[config.mk]
export PLATFORM = sky130hd
export DESIGN_NAME = ddr_cmd_guard
export DESIGN_NICKNAME = d
export VERILOG_FILES = /design/src/rtl/ddr_guard_pkg.sv /design/src/rtl/ddr_cmd_decode.sv /design/src/rtl/ddr_bank_timer.sv /design/src/rtl/ddr_rtw_timer.sv /design/src/rtl/ddr_cmd_guard.sv
export SDC_FILE = /design/constraint.sdc
export NUM_CORES = 1
export LEC_CHECK = 0
export CAP_MARGIN = 40
export CORE_MARGIN = 10
export CORE_UTILIZATION = 60
export DETAILED_ROUTE_END_ITERATION = 16
export PLACE_DENSITY = 0.81
export RECOVER_POWER = 100
export SLEW_MARGIN = 20
export SYNTH_ARGS = -nofsm -noshare
export SYNTH_HDL_FRONTEND = slang
export SYNTH_SLANG_ARGS = --single-unit
[constraint.sdc]
create_clock -name clk -period 7 [get_ports clk]
set_clock_uncertainty 0.05 [all_clocks]
set_input_delay 1.4 -clock clk [delete_from_list [all_inputs] [get_ports clk]]
set_output_delay 1.4 -clock clk [all_outputs]
set_load 0.01 [all_outputs]
[src/rtl/ddr_guard_pkg.sv]
package ddr_guard_pkg;

    typedef enum logic [2:0] {
        CMD_NONE = 3'd0,
        CMD_ACT  = 3'd1,
        CMD_RD   = 3'd2,
        CMD_WR   = 3'd3,
        CMD_PRE  = 3'd4,
        CMD_REF  = 3'd5,
        CMD_MRS  = 3'd6,
        CMD_BST  = 3'd7
    } cmd_e;

    typedef enum logic [2:0] {
        V_NONE   = 3'd0,
        V_LOCK   = 3'd1,
        V_RCD    = 3'd2,
        V_RTW    = 3'd3,
        V_CLOSED = 3'd4,
        V_OPEN   = 3'd5,
        V_BUSY   = 3'd6
    } viol_e;

endpackage

[src/rtl/ddr_cmd_decode.sv]
module ddr_cmd_decode
    import ddr_guard_pkg::*;
(
    input  logic cs_n,
    input  logic ras_n,
    input  logic cas_n,
    input  logic we_n,
    output cmd_e cmd
);
    always_comb begin
        cmd = CMD_NONE;
        if (!cs_n) begin
            unique case ({ras_n, cas_n, we_n})
                3'b011:  cmd = CMD_ACT;
                3'b101:  cmd = CMD_RD;
                3'b100:  cmd = CMD_WR;
                3'b010:  cmd = CMD_PRE;
                3'b001:  cmd = CMD_REF;
                3'b000:  cmd = CMD_MRS;
                3'b110:  cmd = CMD_BST;
                default: cmd = CMD_NONE;
            endcase
        end
    end
endmodule

[src/rtl/ddr_bank_timer.sv]
module ddr_bank_timer #(
    parameter int TRCD = 6,
    parameter int LW   = 4
) (
    input  logic          clk,
    input  logic          rst_n,
    input  logic          evt_act,
    input  logic          evt_close,
    input  logic [LW-1:0] close_val,
    output logic          open_o,
    output logic          lock_busy_o,
    output logic          rcd_busy_o
);
    localparam int RW = $clog2(TRCD + 1);

    typedef struct packed {
        logic          open;
        logic [LW-1:0] lock;
        logic [RW-1:0] rcd;
    } bank_st_t;

    bank_st_t st_d, st_q;

    always_comb begin
        st_d = st_q;
        if (st_q.lock != '0) st_d.lock = st_q.lock - 1'b1;
        if (st_q.rcd  != '0) st_d.rcd  = st_q.rcd  - 1'b1;
        if (evt_act) begin
            st_d.open = 1'b1;
            st_d.rcd  = RW'(TRCD - 1);
        end
        if (evt_close) begin
            st_d.open = 1'b0;
            st_d.lock = close_val;
            st_d.rcd  = '0;
        end
    end

    always_ff @(posedge clk) begin
        if (!rst_n) st_q <= '0;
        else        st_q <= st_d;
    end

    assign open_o      = st_q.open;
    assign lock_busy_o = (st_q.lock != '0);
    assign rcd_busy_o  = (st_q.rcd != '0);

    a_r3_act_opens: assert property (@(posedge clk) disable iff (!rst_n)
        evt_act |=> open_o);
    a_r5_locked_is_closed: assert property (@(posedge clk) disable iff (!rst_n)
        lock_busy_o |-> !open_o);
    a_r12_lock_countdown: assert property (@(posedge clk) disable iff (!rst_n)
        (lock_busy_o && !evt_close) |=> (st_q.lock == $past(st_q.lock) - 1'b1));
    a_r10_events_exclusive: assert property (@(posedge clk) disable iff (!rst_n)
        !(evt_act && evt_close));
endmodule

[src/rtl/ddr_rtw_timer.sv]
module ddr_rtw_timer #(
    parameter int CL = 4,
    parameter int BL = 4
) (
    input  logic clk,
    input  logic rst_n,
    input  logic load,
    input  logic fast,
    output logic busy_o
);
    localparam int SPAN_SLOW = CL + BL / 2;
    localparam int SPAN_FAST = SPAN_SLOW + 1;
    localparam int TW        = $clog2(SPAN_FAST + 1);

    logic [TW-1:0] cnt_d, cnt_q;

    always_comb begin
        cnt_d = cnt_q;
        if (cnt_q != '0) cnt_d = cnt_q - 1'b1;
        if (load)        cnt_d = fast ? TW'(SPAN_FAST - 1) : TW'(SPAN_SLOW - 1);
    end

    always_ff @(posedge clk) begin
        if (!rst_n) cnt_q <= '0;
        else        cnt_q <= cnt_d;
    end

    assign busy_o = (cnt_q != '0);

    a_r4_load_arms: assert property (@(posedge clk) disable iff (!rst_n)
        load |=> busy_o);
    a_r4_steady_count: assert property (@(posedge clk) disable iff (!rst_n)
        (busy_o && !load) |=> (cnt_q == $past(cnt_q) - 1'b1));
endmodule

[src/rtl/ddr_cmd_guard.sv]
module ddr_cmd_guard
    import ddr_guard_pkg::*;
#(
    parameter int CL    = 4,
    parameter int BL    = 4,
    parameter int TRCD  = 6,
    parameter int TRP   = 3,
    parameter int TWR   = 2,
    parameter int NBANK = 4,
    localparam int BAW  = $clog2(NBANK)
) (
    input  logic             clk,
    input  logic             rst_n,
    input  logic             fast_grade,
    input  logic             cs_n,
    input  logic             ras_n,
    input  logic             cas_n,
    input  logic             we_n,
    input  logic [BAW-1:0]   ba,
    input  logic             a10,
    output logic             viol,
    output logic [2:0]       viol_code,
    output logic [BAW-1:0]   viol_bank,
    output logic [NBANK-1:0] bank_ready
);
    localparam int LOCK_RDA = BL / 2 + TRP;
    localparam int LOCK_WRA = BL / 2 + 1 + TWR + TRP;
    localparam int LW       = $clog2(LOCK_WRA + 1);

    typedef struct packed {
        logic           viol;
        viol_e          code;
        logic [BAW-1:0] bank;
    } rep_t;

    cmd_e             cmd;
    logic [NBANK-1:0] open_v, lock_v, rcd_v, busy_v;
    logic [NBANK-1:0] act_ev, close_ev;
    logic [LW-1:0]    close_val [NBANK];
    logic             rtw_busy, rtw_load, legal;
    logic [BAW-1:0]   first_lock, first_busy;
    viol_e            code;
    logic [BAW-1:0]   cbank;
    rep_t             rep_d, rep_q;

    ddr_cmd_decode u_dec (
        .cs_n (cs_n), .ras_n (ras_n), .cas_n (cas_n), .we_n (we_n), .cmd (cmd)
    );

    for (genvar gb = 0; gb < NBANK; gb++) begin : g_bank
        ddr_bank_timer #(.TRCD(TRCD), .LW(LW)) u_bank (
            .clk         (clk),
            .rst_n       (rst_n),
            .evt_act     (act_ev[gb]),
            .evt_close   (close_ev[gb]),
            .close_val   (close_val[gb]),
            .open_o      (open_v[gb]),
            .lock_busy_o (lock_v[gb]),
            .rcd_busy_o  (rcd_v[gb])
        );
    end

    ddr_rtw_timer #(.CL(CL), .BL(BL)) u_rtw (
        .clk    (clk),
        .rst_n  (rst_n),
        .load   (rtw_load),
        .fast   (fast_grade),
        .busy_o (rtw_busy)
    );

    assign busy_v = open_v | lock_v;

    always_comb begin
        first_lock = '0;
        first_busy = '0;
        for (int i = NBANK - 1; i >= 0; i--) begin
            if (lock_v[i]) first_lock = BAW'(i);
            if (busy_v[i]) first_busy = BAW'(i);
        end
    end

    // rule check, in priority order: lockout, row state, tRCD, turnaround
    always_comb begin
        code  = V_NONE;
        cbank = ba;
        unique case (cmd)
            CMD_ACT: begin
                if (lock_v[ba])      code = V_LOCK;
                else if (open_v[ba]) code = V_OPEN;
            end
            CMD_RD, CMD_WR: begin
                if (lock_v[ba])                     code = V_LOCK;
                else if (!open_v[ba])               code = V_CLOSED;
                else if (rcd_v[ba])                 code = V_RCD;
                else if (cmd == CMD_WR && rtw_busy) code = V_RTW;
            end
            CMD_PRE: begin
                if (a10) begin
                    if (|lock_v) begin
                        code  = V_LOCK;
                        cbank = first_lock;
                    end
                end else if (lock_v[ba]) begin
                    code = V_LOCK;
                end
            end
            CMD_REF, CMD_MRS: begin
                if (|busy_v) begin
                    code  = V_BUSY;
                    cbank = first_busy;
                end
            end
            default: code = V_NONE;
        endcase
        legal = (code == V_NONE);
    end

    always_comb begin
        rtw_load = legal && (cmd == CMD_RD);
        for (int b = 0; b < NBANK; b++) begin
            act_ev[b]    = legal && (cmd == CMD_ACT) && (ba == BAW'(b));
            close_ev[b]  = 1'b0;
            close_val[b] = '0;
            if (legal) begin
                if (cmd == CMD_RD && a10 && ba == BAW'(b)) begin
                    close_ev[b]  = 1'b1;
                    close_val[b] = LW'(LOCK_RDA - 1);
                end else if (cmd == CMD_WR && a10 && ba == BAW'(b)) begin
                    close_ev[b]  = 1'b1;
                    close_val[b] = LW'(LOCK_WRA - 1);
                end else if (cmd == CMD_PRE && (a10 || ba == BAW'(b))) begin
                    close_ev[b]  = 1'b1;
                    close_val[b] = LW'(TRP - 1);
                end
            end
        end
    end

    always_comb begin
        rep_d.viol = !legal;
        rep_d.code = code;
        rep_d.bank = legal ? '0 : cbank;
    end

    always_ff @(posedge clk) begin
        if (!rst_n) rep_q <= '{viol: 1'b0, code: V_NONE, bank: '0};
        else        rep_q <= rep_d;
    end

    assign viol       = rep_q.viol;
    assign viol_code  = rep_q.code;
    assign viol_bank  = rep_q.bank;
    assign bank_ready = ~lock_v;

    a_r10_flag_has_code: assert property (@(posedge clk) disable iff (!rst_n)
        viol |-> (viol_code != 3'd0));
    a_r10_quiet_is_zero: assert property (@(posedge clk) disable iff (!rst_n)
        !viol |-> (viol_code == 3'd0 && viol_bank == '0));
    a_r9_busy_blocks_mrs: assert property (@(posedge clk) disable iff (!rst_n)
        (cmd == CMD_MRS && |busy_v) |=> (viol && viol_code == 3'd6));
    a_r6_all_closed: assert property (@(posedge clk) disable iff (!rst_n)
        (cmd == CMD_PRE && a10 && !(|lock_v)) |=> (open_v == '0 && lock_v == '1));
endmodule

# [Word-level counts from Yosys, hierarchy flattened]
# Index checks and enable logic that the tools add are counted.
[totals] regBits=41 inputBits=10 elab_cells=190
[classes] add_sub_neg=9 n_lt_le_gt_ge=1 n_eq_ne=15 mux=82 n_bitwise=3 n_reduce_logical=60
[ops] op="$mux 3" n=29
[ops] op="$mux 2" n=18
[ops] op="$mux 7" n=4
[ops] op="$logic_and 1x1->1" n=21
[ops] op="$mux 1" n=21
[ops] op="$pmux 3 s7" n=1
[ops] op="$eq 3x3->1 const B" n=6
[ops] op="$reduce_bool 2->1" n=9
[ops] op="$mux 4" n=4
[ops] op="$reduce_bool 4->1" n=4
[ops] op="$sub 4x1->4 const B" n=4
[ops] op="$reduce_bool 3->1" n=5
[ops] op="$sub 3x1->3 const B" n=5
[ops] op="$reduce_or 2->1" n=7
[ops] op="$eq 3x2->1 const B" n=4
[ops] op="$pmux 3 s4" n=1
[ops] op="$reduce_or 3->1" n=4
[ops] op="$reduce_or 4->1" n=2
[ops] op="$bmux 1 s2" n=3
[ops] op="$eq 3x1->1 const B" n=2
[ops] op="$logic_not 3->1" n=2
[ops] op="$eq 2x2->1 const B" n=2
[ops] op="$logic_or 1x1->1" n=4
[ops] op="$not 4->4" n=1
[ops] op="7 further kinds" n=7

# [Depth between registers and ports, before layout]
# Gate-level depths: netlist of run 1.
[logic_depth] ltp_word=15 ltp_mapped=12

# [Cells and area by module]
# Synthesis of run 1 repeated with hierarchy kept, for this count alone.
[unflattened] cells_unflattened=370 hier_area_um2=3002.9
[by_module_without_submodules] mod="ddr_bank_timer" instances=4 cells_per_inst=54 area_each_um2=459.2 seq_area_each_um2=160.2
[by_module_without_submodules] mod="ddr_cmd_guard" instances=1 cells_per_inst=126 area_each_um2=917.1 seq_area_each_um2=120.1
[by_module_without_submodules] mod="ddr_rtw_timer" instances=1 cells_per_inst=20 area_each_um2=195.2 seq_area_each_um2=60.1
[by_module_without_submodules] mod="ddr_cmd_decode" instances=1 cells_per_inst=8 area_each_um2=53.8 seq_area_each_um2=0.0

# [Worst setup path before layout of run 1]
# No wires, ideal clock.
[synth_path] kind="input-to-reg" start="input port cs_n" end="register g_bank[2].u_bank.st_q[4] in the netlist's numbering" t_arrival_ns=3.113 t_required_ns=6.828 slack_ns=3.715 cell_stages=8 n_path_buf=1 path_cell_list="or4b_2 > clkbuf_1 > o21ai_0 > a22o_1 > o21ai_1 > o31ai_2 > a21oi_1 > o32a_1"
[synth_between] elab_chain_cells=11 word_cells_on_any_way=31 cone_classes="eq/ne: 6; mux: 15; reduce/logical: 10"
[synth_rtl] item="from (decl)" line="ddr_cmd_guard.sv:15" source="input logic cs_n,"
[synth_rtl] item="$mux 3 (*)" line="ddr_cmd_decode.sv:12" source="if (!cs_n) begin"
[synth_rtl] item="$eq 3x2->1" line="ddr_cmd_guard.sv:86, ddr_cmd_guard.sv:95, ddr_cmd_guard.sv:128"
[synth_rtl] item="$logic_and 1x1->1" line="ddr_cmd_guard.sv:95" source="else if (cmd == CMD_WR && rtw_busy) code = V_RTW;"
[synth_rtl] item="$mux 2" line="ddr_cmd_guard.sv:95"
[synth_rtl] item="$mux 2" line="ddr_cmd_guard.sv:94" source="else if (rcd_v[ba]) code = V_RCD;"
[synth_rtl] item="$mux 3" line="ddr_cmd_guard.sv:93" source="else if (!open_v[ba]) code = V_CLOSED;"
[synth_rtl] item="$mux 3" line="ddr_cmd_guard.sv:92" source="if (lock_v[ba]) code = V_LOCK;"
[synth_rtl] item="$pmux 3 s4" line="ddr_cmd_guard.sv:86" source="unique case (cmd)"
[synth_rtl] item="$logic_not 3->1" line="ddr_cmd_guard.sv:115" source="legal = (code == V_NONE);"
[synth_rtl] item="$mux 3 / $mux 1 (equally long branches)" line="ddr_cmd_guard.sv:124" source="if (legal) begin"
[synth_rtl] item="$mux 7 / $reduce_bool 2->1 (equally long branches)"
[synth_rtl] item="to (signal assigned)" line="ddr_bank_timer.sv:41" source="else st_q <= st_d;"
[synth_rtl] item="to (decl)" line="ddr_bank_timer.sv:22" source="bank_st_t st_d, st_q;"
# Mark *: on every way between the ends. The rest lies on a longest branch, timed or not.
# A chain may end at the register's enable or synchronous reset.

# [Final worst setup path of run 1]
[layout_path] start="input port ba[0]" end="register g_bank[3].u_bank.st_q[1] in the netlist's numbering"
[layout_between] elab_chain_cells=10 word_cells_on_any_way=27 cone_classes="eq/ne: 1; mux: 18; reduce/logical: 8"
[layout_rtl] item="from (decl)" line="ddr_cmd_guard.sv:19" source="input logic [BAW-1:0] ba,"
[layout_rtl] item="$bmux 1 s2" line="ddr_cmd_guard.sv:94"
[layout_rtl] item="$mux 1 (not written as such)" line="ddr_cmd_guard.sv:94"
[layout_rtl] item="$mux 2" line="ddr_cmd_guard.sv:94"
[layout_rtl] item="$mux 3" line="ddr_cmd_guard.sv:93"
[layout_rtl] item="$mux 3" line="ddr_cmd_guard.sv:92"
[layout_rtl] item="$pmux 3 s4" line="ddr_cmd_guard.sv:86"
[layout_rtl] item="$logic_not 3->1" line="ddr_cmd_guard.sv:115"
[layout_rtl] item="$logic_and 1x1->1 (2 in a row)" line="ddr_cmd_guard.sv:121" source="act_ev[b] = legal && (cmd == CMD_ACT) && (ba == BAW'(b));"
[layout_rtl] item="$reduce_or 3->1 (no line) (*)"
[layout_rtl] item="to (signal assigned)" line="ddr_bank_timer.sv:41"
[layout_rtl] item="to (decl)" line="ddr_bank_timer.sv:22"
# Mark *: on every way between the ends. The rest lies on a longest branch, timed or not. The select of a mux whose other input is x is not followed.

==> results of run 1 <==
registers in the layout, indices dropped and copies added (netlist names):
| register | flops |
|---|---|
| g_bank.u_bank.open_o | 4 |
| g_bank.u_bank.st_q | 28 |
| viol | 1 |
| viol_bank | 2 |
| viol_code | 3 |
| u_rtw.cnt_q | 3 |
layout by cell type, fill, tap and decap left out, drive strengths merged, types with 3 or more instances in the layout:
cell / synthesis / layout
nor3b: 5 / 5
nor2: 36 / 36
dfxtp: 41 / 41
and3: 3 / 3
or3: 5 / 5
nor3: 10 / 10
a211oi: 3 / 3
o32a: 3 / 3
mux2i: 7 / 7
a221oi: 7 / 7
xnor2: 6 / 6
clkbuf: 10 / 8
nand2: 14 / 14
ha: 14 / 14
o21ai: 23 / 23
dlygate4sd3: 0 / 11
nor2b: 6 / 6
o31a: 3 / 3
or3b: 5 / 5
a21oi: 34 / 34
o31ai: 4 / 4
mux4: 4 / 4
clkdlybuf4s50: 0 / 8
nand4: 4 / 4
nand3: 4 / 4
inv: 30 / 30
a22o: 3 / 3
power by group through the flow:
stage | registers, mW | clock network [mW] | logic, mW
6_report | 0.365 | 0.169 | 0.680
5_1_grt | 0.377 | 0.185 | 0.769
4_1_cts | 0.365 | 0.174 | 0.712
3_5_place_dp | 0.370 | 0 | 0.708
3_3_place_gp | 0.367 | 0 | 0.671
2_1_floorplan | 0.362 | 0 | 0.542
worst register-to-register path, delay by kind of cell, from the launching register on:
family                     cells  cell delay, ns
and+or+nand+nor                5            2.40
adders and majority gates      1            0.20
muxes                          2            1.00
buffers and inverters          1            0.06
DFF                            1            0.34
path summary, 6_finish.rpt:
kind	cells past startpoint	startpoint	slack (ns)	endpoint
hold reg to reg	2	g_bank[1].u_bank.open_o$_SDFFE_PP0P_	0.42	g_bank[1].u_bank.open_o$_SDFFE_PP0P_
hold / removal	2	g_bank[1].u_bank.open_o$_SDFFE_PP0P_	0.42	g_bank[1].u_bank.open_o$_SDFFE_PP0P_
setup / recovery	8	ba[0]	1.73	g_bank[3].u_bank.st_q[1]$_SDFFE_PP0N_
setup reg to reg	9	g_bank[3].u_bank.st_q[3]$_SDFFE_PN0P_	2.81	g_bank[3].u_bank.st_q[1]$_SDFFE_PP0N_
area by class of cell:
| class | count | share of cell area |
|---|---|---|
| Clock inverter | 1 | 0.00175 |
| Timing Repair Buffer | 22 | 0.0744 |
| Clock buffer | 7 | 0.0337 |
| Multi-Input combinational cell | 228 | 0.541 |
| Inverter | 30 | 0.0394 |
| Sequential cell | 41 | 0.287 |
| Tap cell | 52 | 0.0228 |
cell usage after synthesis, drive strengths merged (2+ instances only):
library cell  number
or3b               5
xnor2              6
nand4              4
ha                14
nand2             14
o21ai             23
a22oi              2
buf                4
a21o               2
a211oi             3
mux4               4
inv               30
nor3              10
o31a               3
o32a               3
a31oi              2
clkbuf            10
dfxtp             41
o31ai              4
nor3b              5
or3                5
mux2i              7
a22o               3
nand2b             2
nand3              4
and3               3
nor2b              6
a221oi             7
a21oi             34
nor2              36
stage by stage:
| step | hold slack [ns] | worst slack, ns |
|---|---|---|
| 3_5_place_dp | 0.408 | 2.43 |
| 6_report | 0.421 | 1.73 |
| 3_3_place_gp | 0.409 | 2.59 |
| 4_1_cts | 0.421 | 2.72 |
| 2_1_floorplan | 0.385 | 3.72 |
| 5_1_grt | 0.458 | 1.48 |
cells by family after synthesis:
group / Yosys count / synth area share
AND/OR/NAND/NOR: 100 / 0.209
AO/OA/AOI/OAI: 95 / 0.252
buffers and inverters: 44 / 0.0675
flip-flops: 41 / 0.312
adder cells (fa/ha/maj): 14 / 0.0666
multiplexers: 12 / 0.0699
XOR/XNOR: 7 / 0.0233
layer usage:
| metal | track usage | part of all wire | vias up |
|---|---|---|---|
| met5 | 0 | 0 | - |
| met4 | 0.0619 | 0.015 | 0 |
| met3 | 0.0394 | 0.058 | 12 |
| met2 | 0.303 | 0.50 | 104 |
| met1 | 0.209 | 0.42 | 1153 |
| li1 | - | - | 1160 |
==> impl_metrics.yaml, run 1 <==
outcome:
  run_status: "finished, violations left"
  violations: "capacitance limit, slew limit"
placement:
  placed_area_sq_um: 2840
  dp_cells: 372
  hpwl_um: 4740
  port-buffer-count: 19
  place.gp.congestion: 0.976
yosys:
  synth_top_area_cell: "dfxtp_1"
  ys_types: 57
  synth_edf_count: 0
  ys.flop_type: "dfxtp_1"
  synth_top_cell_area_share: 0.312
  synth_seq_cells: 41
  synth.cell_area_sq_um: 2630
  avgSynthCellArea_sq_um: 8.41
  syn-instance-count: 313
  synth.area.top_cells: "dfxtp_1 (31%), ha_1 (6.7%), a21oi_1 (6.1%), nor2_1 (4.9%), inv_1 (4.3%)"
  seq_area_frac_synth: 0.312
  syn_nets: 337
  yosysWarnings: 0
  async_reset_ff_frac: 0
layout:
  fin_cells: 381
  fin_area_sq_um: 2860
  drive_above_1_share: 0.0699
  fillCellCount: 388
  seq_area_sq_um: 821
  nets: 352
  multi_input_area_sq_um: 1550
  syn_to_final_growth_pct: 8.65
  diodes: 0
  utilization: 0.666
clocking:
  numCtsBuffers: 5
  cts_setup_buffers: 0
  cts_buffer_depth: 2
  ctsResizeCount: 0
  clock_sinks: 41
  clk_latency_ns: 0.29
  ctsHoldBuffers: 0
  htree_levels: 2
  clk_pin_slew_worst_paths_ns: 0.08
  cts_tree: "yes"
  root_buffer: "clkbuf_8"
setup_path:
  path_common_cell: "a21oi_1"
  crit_path_end_kind: "flop"
  crit_chain: "dlygate4sd3_1 -> mux4_2 -> a21oi_1 -> a21oi_1 -> clkbuf_1 -> nor3_1 -> nand3_1 -> nor3b_1"
  worst-setup-path-type: "in2reg"
  cpMaxStageDelayCell: "nor3_1"
  cp_top_family: "simple AND/OR/NAND/NOR gates"
  crit_fanout: 15
  cp_slowest_stage_delay_ns: 1.26
  required_ns: 7.09
  worstPathArrival_ns: 5.36
  critPathBufInv: 2
  critPathLaunchType: "input port"
grt:
  grt_pass1_wl_um: 10800
  grt_antenna_before_repair: 0
  grt-ovfl-total: 0
  gr-usage-all-layers: 0.176
  grt_max_degree: 17
  grt_pass1_vias: 2331
sta:
  fin_crit_ns: 5.27
  min_period_over_period: 0.753
  slew_headroom: -0.0387
  hold_viol: 0
  maxSlewViolCount: 16
  rsz0062_at_grt: "no"
  tightest_slew_ns: 1.55
  finalSetupTns_ns: 0
  setup_viol: 0
  fmax_mhz: 190
power:
  seqPwrFrac: 0.301
  total_power_mw: 1.21
  p_sw_uw: 517
  power_density_nw_per_um2: 425
  swShare: 0.426
  peakVddDrop_mv: 0.209
  p_comb_frac: 0.560
  p_int_uw: 697
  leakage_nw: 1.16
  clkPwrFrac: 0.139
routing:
  wl_per_cell_um: 16.6
  ant_nets: 0
  drt_iter0_markers: 242
  drt-pass1-iter-count: 5
  drc: 0
  vias: 2429
  drt_wl_total_um: 6330
  vias_per_cell: 6.38
flow_run:
  maxCapViolCount: 1
floorplanning:
  die-area_sq_um: 7430
  core.rowCount: 24
  start_util: 0.613
  pin_count: 20
  core_area_sq_um: 4290
  die_h_um: 86.2
  fp.dieW_um: 86.2
worst_hold_path:
  hp-class: "reg2reg"
No activity file was read; power rests on OpenSTA's default activity.
==> inputs of run 2 (changes only) <==
CORE_UTILIZATION = 58   (was 60)
PLACE_DENSITY = 0.78   (was 0.81)
clock period = 5.1 ns   (was 7 ns; I/O delays follow)
==> run 2 against run 1 <==
Effect of this change:
- flip-flop and latch count stayed put
- via count is 1.8% lower
- the flow now finishes without violations
- cell area down 0.48%
- sequential power is 37% higher
- wire length decreased by 3.0%
- critical path depth is 2 lower
- count of clock-buffer cells in the layout decreased by 1
- register-to-register slack got worse by 1.3 ns
- first-iteration DRC count grew 0.41%
- largest cell class unchanged
- cell count unchanged
- power grew 35%
==> impl_metrics.yaml, run 2 (synthesis gave the netlist of run 1 again) <==
outcome:
  run_status: "finished, final reports clean"
sta:
  tightest_slew_ns: 1.16
  whs_ns: 0.415
  rsz0062_at_grt: "no"
  slew_headroom: 0.219
  fin_crit_ns: 4.20
  finalWorstSetupSlack_ns: 0.905
  min_period_over_period: 0.823
  finalSetupTns_ns: 0
  fmax_mhz: 238
  setup_viol: 0
  hold_viol: 0
  maxSlewViolCount: 0
grt:
  grt-ovfl-total: 0
  grt_antenna_before_repair: 0
  gr-usage-all-layers: 0.166
  grt_max_degree: 17
  grt_pass1_wl_um: 10400
  grt_pass1_vias: 2255
floorplanning:
  die_h_um: 87.4
  core.rowCount: 24
  die-area_sq_um: 7630
  fp.dieW_um: 87.4
  start_util: 0.600
  core_area_sq_um: 4380
  pin_count: 20
placement:
  place.gp.congestion: 0.973
  dp_worst_setup_slack_ns: 0.990
  port-buffer-count: 19
  hpwl_um: 4520
setup_path:
  critPathLaunchType: "input port"
  crit_path_end_kind: "flop"
  crit_chain: "dlygate4sd3_1 -> mux4_2 -> mux2i_1 -> nor2_1 -> o41ai_1 -> a21oi_1"
  cp_slowest_stage_delay_ns: 1.02
  cpMaxStageDelayCell: "o41ai_1"
  worst-setup-path-type: "in2reg"
  crit_fanout: 13
  worstPathArrival_ns: 4.28
  required_ns: 5.18
  r2r_cells: 8
layout:
  final_common_cell: "dfxtp_1"
  nets: 352
  diodes: 0
  largest_register: "g_bank.u_bank.st_q"
  syn_to_final_growth_pct: 8.13
  layout_common_cells: "dfxtp_1 (41), nor2_1 (36), a21oi_1 (33)"
  drive_above_1_share: 0.0669
  utilization: 0.649
  largest_reg_flops: 28
power:
  leakage_nw: 1.16
  power_density_nw_per_um2: 574
  total_power_mw: 1.63
  peakVddDrop_mv: 0.259
clocking:
  numCtsBuffers: 5
  cts_buffer_depth: 2
  cts_setup_buffers: 0
  clk_pin_slew_worst_paths_ns: 0.08
  ctsHoldBuffers: 0
  clock_sinks: 41
  root_buffer: "clkbuf_8"
  htree_levels: 2
  clk_latency_ns: 0.30
  cts_tree: "yes"
  ctsResizeCount: 0
worst_hold_path:
  hold_depth: 2
  hp-class: "reg2reg"
routing:
  vias: 2386
  drt_iter0_markers: 243
  vias_per_cell: 6.26
  ant_nets: 0
  drt_wl_total_um: 6140
  drc: 0
  drt-pass1-iter-count: 5
  wl_per_cell_um: 16.1
flow_run:
  maxCapViolCount: 0
run 2: cell count changes in the layout (fill, tap and decap cells not counted):
cell      delta
clkbuf_8     -2
buf_6        -1
nor2_2       -1
nor3_1       -1
nor3_4       +1
clkinv_2     +1
nor2_1       +1
buf_4        +1
clkbuf_1     +1
run 2: worst max-delay path: cells and delay by family:
family                 cells  cell delay [ns]
AO/OA/AOI/OAI              2             1.11
multiplexers               2             1.06
buffers and inverters      1             0.88
AND/OR/NAND/NOR            1             0.20
run 2: path summary, 6_finish.rpt:
kind,from,endpoint,slack (ns)
min,g_bank[1].u_bank.open_o$_SDFFE_PP0P_,g_bank[1].u_bank.open_o$_SDFFE_PP0P_,0.41
min reg2reg,g_bank[1].u_bank.open_o$_SDFFE_PP0P_,g_bank[1].u_bank.open_o$_SDFFE_PP0P_,0.41
max reg2reg,g_bank[2].u_bank.st_q[3]$_SDFFE_PN0P_,g_bank[0].u_bank.st_q[2]$_SDFFE_PP0P_,1.47
max,ba[0],g_bank[0].u_bank.st_q[2]$_SDFFE_PP0P_,0.90
run 2: cell type report:
cell class              instances  area, sq um
fillers                       382         1540
well taps                      52         65.1
clock buffers                   6         72.6
multi-input cells             228         1560
inverters                      30          113
flip-flops and latches         41          821
clock inverters                 2         10.0
repair buffers                 22          209
run 2: power breakdown:
group          switching [mW]  internal (mW)
clock                   0.112         0.0948
sequential             0.0658          0.434
combinational           0.527          0.401
run 2: through the flow:
stage | cells | area [sq um]
after floorplan | 313 | 2630
after global placement | 372 | 2840
after detailed placement | 373 | 2850
after CTS | 381 | 2930
after global routing | 381 | 2850
final | 381 | 2850
run 2: layer usage:
layer	wire, um	vias up	share of wire	track usage
met1	2760	1109	0.45	0.204
met2	2850	100	0.46	0.269
met3	369	18	0.060	0.0384
li1	-	1159	-	-
met5	0	-	0	0
met4	159	0	0.026	0.0739
